--- src/rtl/wis_pkg.sv ---
package wis_pkg;

   // index width that never collapses to zero bits
   function automatic int unsigned idx_w(input int unsigned n);
      return (n > 1) ? $clog2(n) : 1;
   endfunction

   typedef enum logic {
      SEQ_IDLE  = 1'b0,
      SEQ_ISSUE = 1'b1
   } seq_state_e;

endpackage

--- src/rtl/wis_rr_pick.sv ---
module wis_rr_pick
   import wis_pkg::*;
#(
   parameter int unsigned N = 24,
   localparam int unsigned W = idx_w(N)
) (
   input  logic         clk,
   input  logic         rst_n,
   input  logic [N-1:0] req,
   input  logic [W-1:0] last,
   output logic         gnt_valid,
   output logic [W-1:0] gnt_idx
);

   always_comb begin
      gnt_valid = |req;
      gnt_idx   = '0;
      // walk downward so the nearest candidate after 'last' wins
      for (int i = N; i >= 1; i--) begin
         logic [W:0] cand;
         cand = {1'b0, last} + (W+1)'(i);
         if (cand >= (W+1)'(N)) cand = cand - (W+1)'(N);
         if (req[cand[W-1:0]]) gnt_idx = cand[W-1:0];
      end
   end


   grant_is_ready_chk: assert property (@(posedge clk) disable iff (!rst_n)
      gnt_valid |-> req[gnt_idx]);


   grant_skips_last_chk: assert property (@(posedge clk) disable iff (!rst_n)
      ($countones(req) > 1) |-> (gnt_idx != last));

endmodule

--- src/rtl/wis_pc_file.sv ---
module wis_pc_file
   import wis_pkg::*;
#(
   parameter int unsigned N       = 24,
   parameter int unsigned PC_W    = 16,
   parameter int unsigned PC_STEP = 4,
   localparam int unsigned W = idx_w(N)
) (
   input  logic            clk,
   input  logic            rst_n,
   input  logic            adv,
   input  logic [W-1:0]    adv_idx,
   input  logic [W-1:0]    rd_idx,
   output logic [PC_W-1:0] rd_pc
);

   logic [PC_W-1:0] pc_q [N];

   for (genvar g = 0; g < N; g++) begin : g_ctx
      always_ff @(posedge clk) begin
         if (!rst_n)                               pc_q[g] <= '0;
         else if (adv && adv_idx == W'(g))         pc_q[g] <= pc_q[g] + PC_W'(PC_STEP);
      end


      pc_hold_chk: assert property (@(posedge clk) disable iff (!rst_n)
         !(adv && adv_idx == W'(g)) |=> $stable(pc_q[g]));
   end

   assign rd_pc = pc_q[rd_idx];

endmodule

--- src/rtl/wis_lane_slice.sv ---
module wis_lane_slice
   import wis_pkg::*;
#(
   parameter int unsigned THREADS = 32,
   parameter int unsigned LANES   = 8,
   localparam int unsigned BEATS  = THREADS / LANES,
   localparam int unsigned BW     = idx_w(BEATS)
) (
   input  logic               clk,
   input  logic               rst_n,
   input  logic               load,
   input  logic [THREADS-1:0] mask_in,
   input  logic [BW-1:0]      beat,
   input  logic               en,
   output logic [LANES-1:0]   lane_en
);

   logic [THREADS-1:0] mask_q;

   always_ff @(posedge clk) begin
      if (!rst_n)    mask_q <= '0;
      else if (load) mask_q <= mask_in;
   end

   if (BEATS == 1) begin : g_wide
      assign lane_en = en ? mask_q[LANES-1:0] : '0;
   end else begin : g_beats
      assign lane_en = en ? mask_q[int'(beat)*LANES +: LANES] : '0;
   end


   mask_frozen_chk: assert property (@(posedge clk) disable iff (!rst_n)
      !load |=> $stable(mask_q));

endmodule

--- src/rtl/warp_issue_seq.sv ---
module warp_issue_seq
   import wis_pkg::*;
#(
   parameter int unsigned NUM_WARPS = 24,
   parameter int unsigned THREADS   = 32,
   parameter int unsigned LANES     = 8,
   parameter int unsigned PC_W      = 16,
   parameter int unsigned PC_STEP   = 4,
   localparam int unsigned BEATS    = THREADS / LANES,
   localparam int unsigned WW       = idx_w(NUM_WARPS),
   localparam int unsigned BW       = idx_w(BEATS)
) (
   input  logic                         clk,
   input  logic                         rst_n,
   input  logic [NUM_WARPS-1:0]         warp_ready,
   input  logic [NUM_WARPS*THREADS-1:0] warp_mask,
   output logic                         issue_valid,
   output logic [WW-1:0]                issue_warp,
   output logic [BW-1:0]                issue_beat,
   output logic [LANES-1:0]             lane_en,
   output logic [PC_W-1:0]              issue_pc
);

   if (THREADS % LANES != 0) begin : g_bad_split
      $error("THREADS must be a multiple of LANES");
   end
   if (NUM_WARPS < 1 || LANES < 1) begin : g_bad_size
      $error("NUM_WARPS and LANES must be at least 1");
   end
   if (PC_STEP == 0) begin : g_bad_step
      $error("PC_STEP must be nonzero");
   end

   seq_state_e      state_q;
   logic [WW-1:0]   cur_q;
   logic [BW-1:0]   beat_q;
   logic            busy, last_beat, boundary;
   logic            gnt_valid;
   logic [WW-1:0]   gnt_idx;

   assign busy      = (state_q == SEQ_ISSUE);
   assign last_beat = (beat_q == BW'(BEATS-1));
   assign boundary  = !busy || last_beat;

   wis_rr_pick #(.N(NUM_WARPS)) i_pick (
      .clk       (clk),
      .rst_n     (rst_n),
      .req       (warp_ready),
      .last      (cur_q),
      .gnt_valid (gnt_valid),
      .gnt_idx   (gnt_idx)
   );

   always_ff @(posedge clk) begin
      if (!rst_n) begin
         state_q <= SEQ_IDLE;
         cur_q   <= WW'(NUM_WARPS-1);
         beat_q  <= '0;
      end else if (boundary) begin
         beat_q <= '0;
         if (gnt_valid) begin
            state_q <= SEQ_ISSUE;
            cur_q   <= gnt_idx;
         end else begin
            state_q <= SEQ_IDLE;
         end
      end else begin
         beat_q <= beat_q + BW'(1);
      end
   end

   wis_pc_file #(.N(NUM_WARPS), .PC_W(PC_W), .PC_STEP(PC_STEP)) i_pcs (
      .clk     (clk),
      .rst_n   (rst_n),
      .adv     (busy && last_beat),
      .adv_idx (cur_q),
      .rd_idx  (cur_q),
      .rd_pc   (issue_pc)
   );

   wis_lane_slice #(.THREADS(THREADS), .LANES(LANES)) i_lanes (
      .clk     (clk),
      .rst_n   (rst_n),
      .load    (boundary && gnt_valid),
      .mask_in (warp_mask[int'(gnt_idx)*THREADS +: THREADS]),
      .beat    (beat_q),
      .en      (busy),
      .lane_en (lane_en)
   );

   assign issue_valid = busy;
   assign issue_warp  = cur_q;
   assign issue_beat  = beat_q;


   beat_step_chk: assert property (@(posedge clk) disable iff (!rst_n)
      (issue_valid && issue_beat != BW'(BEATS-1)) |=>
         (issue_valid && issue_beat == $past(issue_beat) + BW'(1)));


   warp_hold_chk: assert property (@(posedge clk) disable iff (!rst_n)
      (issue_valid && issue_beat != BW'(BEATS-1)) |=> $stable(issue_warp));


   idle_when_none_chk: assert property (@(posedge clk) disable iff (!rst_n)
      ((!issue_valid || issue_beat == BW'(BEATS-1)) && warp_ready == '0) |=> !issue_valid);


   no_lanes_idle_chk: assert property (@(posedge clk) disable iff (!rst_n)
      !issue_valid |-> (lane_en == '0));


   first_beat_zero_chk: assert property (@(posedge clk) disable iff (!rst_n)
      $rose(issue_valid) |-> (issue_beat == '0));

endmodule

--- config.mk ---
export PLATFORM = sky130hd
export DESIGN_NAME = warp_issue_seq
export DESIGN_NICKNAME = d
export VERILOG_FILES = /design/src/rtl/wis_pkg.sv /design/src/rtl/wis_rr_pick.sv /design/src/rtl/wis_pc_file.sv /design/src/rtl/wis_lane_slice.sv /design/src/rtl/warp_issue_seq.sv
export SDC_FILE = /design/constraint.sdc
export NUM_CORES = 2
export LEC_CHECK = 0
export BUFFER_PORTS_ARGS = -buffer_cell sky130_fd_sc_hd__buf_4
export CAP_MARGIN = 10
export CORE_AREA = 2 2 326 328
export DETAILED_ROUTE_END_ITERATION = 10
export DIE_AREA = 0 0 328 330
export SLEW_MARGIN = 25
export SYNTH_ARGS = -nofsm -noshare
export SYNTH_HDL_FRONTEND = slang
export SYNTH_SLANG_ARGS = --single-unit
--- constraint.sdc ---
create_clock -name clk -period 14.5 [get_ports clk]
set_input_delay 2.175 -clock clk [delete_from_list [all_inputs] [get_ports clk]]
set_output_delay 2.175 -clock clk [all_outputs]
set_load 0.05 [all_outputs]
==> key figures <==
Synth
  • Mapped Avg Cell Area: 9.85 um2
  • Leading area contributor after synthesis: edfxtp_1
  • Post-Synth Adder-Cell Area: 1.95%
  • Synth async-reset ratio: 0%
  • Register bit total from synthesis: 381
  • Mux contribution to synthesized area: 26.4%
  • Main synth FF type: edfxtp_1
  • Main combinational cell family by area after synthesis: multiplexers
  • Post-Synthesis Cells: 3458
  • Share of the synthesized area in the top cell type: 29.6%
  • Synth top area cells: edfxtp_1, mux2i_1, mux4_2
  • Yosys warnings: 0
  • Xor and xnor area share after synthesis: 7.30%
  • Synthesized area: 34100 um2
  • Synth Area in Compound Gates: 11.2%
  • Post-synthesis simple-gate area fraction: 16.9%
  • EDFF count, synth: 336
  • Seq/Total Area, Yosys: 32.3%
  • Netlist cell types: 92

Floorplanning
  • Die height: 330 um
  • Die footprint: 108000 um2
  • CORE AREA: 105000 um2
  • Num rows: 119
  • Die Wd: 328 um
  • Starting density of the core: 32.6%
  • # IOs: 826

Pwr
  • Leak: 17.3 nW
  • Pwr Total: 13.8 mW
  • Pwr dens: 322 nW/um2
  • Clock Power Share: 8.7%
  • Combinational fraction of design power: 80.9%
  • Worst VDD drop: 807 uV
  • Switching share of power: 53.2%
  • Internal Power: 6.47 mW
  • Seq pwr share: 10.4%
  • NetSw: 7.35 mW

Final layout
  • Nets: 5001
  • Fin cells: 5601
  • Area Growth Syn to Fin: 26.0%
  • Fin area: 42900 um2
  • Most frequent cells in the layout: buf_4, nor2_1, mux2i_1
  • Share of cells above drive strength 1: 31.2%
  • Util after Layout: 41.0%
  • Fillers: 10.3k
  • Most common cell after layout, fill and taps aside: buf_4

Place
  • Place WS: 6.23 ns
  • GPL Wtd Cong: 0.996
  • Placed Area: 41300 um2
  • PortBufs: 823
  • HPWL Detailed: 137000 um
  • Cell count after placement: 5497

Timing
  • Setup TNS: 0 ns
  • Fin crit share: 58.8%
  • Setup WS post-layout: 5.98 ns
  • Pins Over Slew Limit: 0
  • Actual slew at the worst max-slew pin: 1.07 ns
  • # setup viols final: 0
  • Max-slew headroom: 28.6%
  • Final hold slack: 0.609 ns
  • RSZ-0062 raised after global routing: false
  • Tmin final: 8.52 ns
  • Fmax: 117 MHz
  • Final hold violations: 0
  • Final Skew: 0.0409 ns

Global route
  • Largest net degree at the start of global routing: 96
  • GRT Overall Usage: 29.8%
  • Initial antenna violation count: 38
  • First-pass GRT wire length: 230000 um
  • Global route overflow: 0
  • Vias in the first global route: 30.4k

Routing
  • Vias: 32.4k
  • Post-route ant nets: 0
  • Total wire length: 168000 um
  • 1st-iter DRT viols: 3716
  • Top Layer Used: met5
  • DR WL/cell: 30.1 um
  • Drt via density: 5.78
  • Met3 wire len: 17000 um
  • Met2 Routed Length: 79200 um
  • WL met1: 66000 um
  • DRC viols: 0
  • First-pass DRT Iterations: 6

Clock network
  • CTS Hold Bufs: 0
  • CTS tree: built
  • Worst-Skew Late Latency: 0.63 ns
  • Clk root buf: clkbuf_16
  • Clk slew on worst S/H paths: 0.07 ns
  • H-tree depth: 2
  • Post-CTS sizing: 0
  • CTS Buffer Depth: 3
  • Setup bufs post-CTS: 0
  • Sink Count: 381
  • CTS Buf Count: 44

Critical path
  • Worst Path Required: 14.98 ns
  • R2r setup slk: 5.98 ns
  • Critical Path AT: 9.00 ns
  • Setup CP Type: flop to flop
  • Crit-path max FO: 83
  • CP Launch Type: flop
  • CP Capture Type: flop

Min path
  • Worst min path class: flop to flop

Run
  • Max cap viols: 0

Run status
  • Outcome: finished clean
[flip-flops by register name (all words and copies together) (netlist names), named ones only]
name,flops
issue_warp,5
issue_valid,1
issue_beat,2
i_lanes.mask_q,32
i_pcs.pc_q,336
[power by group through the flow]
stage               sequential [mW]  combinational (mW)  clock [mW]
CTS                            1.44                11.0        1.22
finish                         1.44                11.2        1.20
global placement               1.46                10.9           0
floorplan                      1.37                7.90           0
global route                   1.45                11.6        1.26
detailed placement             1.46                10.9           0
[routing by layer]
layer	GRT usage [%]	vias to the layer above
li1	-	14500
met1	38.4	16000
met2	48.1	1591
met3	8.44	222
met4	8.80	26
met5	4.30	-
[worst paths after layout]
kind                                     from                 end  cells past startpoint
worst max-delay path            issue_warp[2]  i_lanes.mask_q[15]                     21
worst min-delay path            issue_warp[2]       issue_warp[2]                      2
worst max register to register  issue_warp[2]  i_lanes.mask_q[15]                     21
worst min register to register  issue_warp[2]       issue_warp[2]                      2
[critical path: stages (launching register included)]
cell and delay, ns:
dfxtp_2 0.44, buf_4 0.53, inv_1 0.43, ha_1 0.66, a21boi_0 0.36, xnor2_1 0.20, inv_1 0.08, ha_1 0.19
a311oi_1 0.59, nor2_1 0.14, nor4_1 0.52, nand3b_1 0.28, a31oi_1 0.08, mux2_2 0.26, o21ai_1 0.10, a221oi_4 0.37
buf_12 0.43, buf_4 0.73, mux2i_1 0.67, mux2_2 0.28, o22ai_1 0.17, or4_1 0.58
[Yosys cell counts (all sizes together) (8+ instances only)]
master and instances:
or3 51, xnor2 110, nor2 424, ha 53, and4 10, nor3 34, a311oi 11, a2111oi 8
inv 64, nand2 192, or4 34, a211oi 73, xor2 173, edfxtp 336, nand3 205, buf 110
nor4 13, a31oi 14, mux4 135, o31ai 8, mux2i 373, or2 9, and2 20, and3 88
a21boi 13, o21ai 113, a21oi 101, nor2b 46, o22ai 70, nand4 35, a221oi 10, o211ai 18
clkbuf 113, dfxtp 45, mux2 186, nand2b 13, a21o 10, a32oi 36
[layout make-up]
class	instances	area, um2	area share (%)
timing repair buffer	872	6610	15.4
sequential	381	11000	25.6
inverter	66	248	0.577
clock inverter	28	324	0.755
clock buffer	54	1210	2.82
antenna	20	50.0	0.117
tap	1391	1740	4.05
multi-input combinational	2789	21800	50.7
[kinds of logic (layout without fill, tap and decap cells)]
kind of cell / Yosys count / count (layout)
AO/OA/AOI/OAI: 565 / 565
XOR/XNOR: 283 / 283
adder cells (fa/ha/maj): 53 / 53
buffers and inverters: 289 / 1020
flip-flops: 381 / 381
multiplexers: 694 / 694
other: 1 / 22
AND/OR/NAND/NOR: 1192 / 1192
Power figures use the tool's default switching activity.
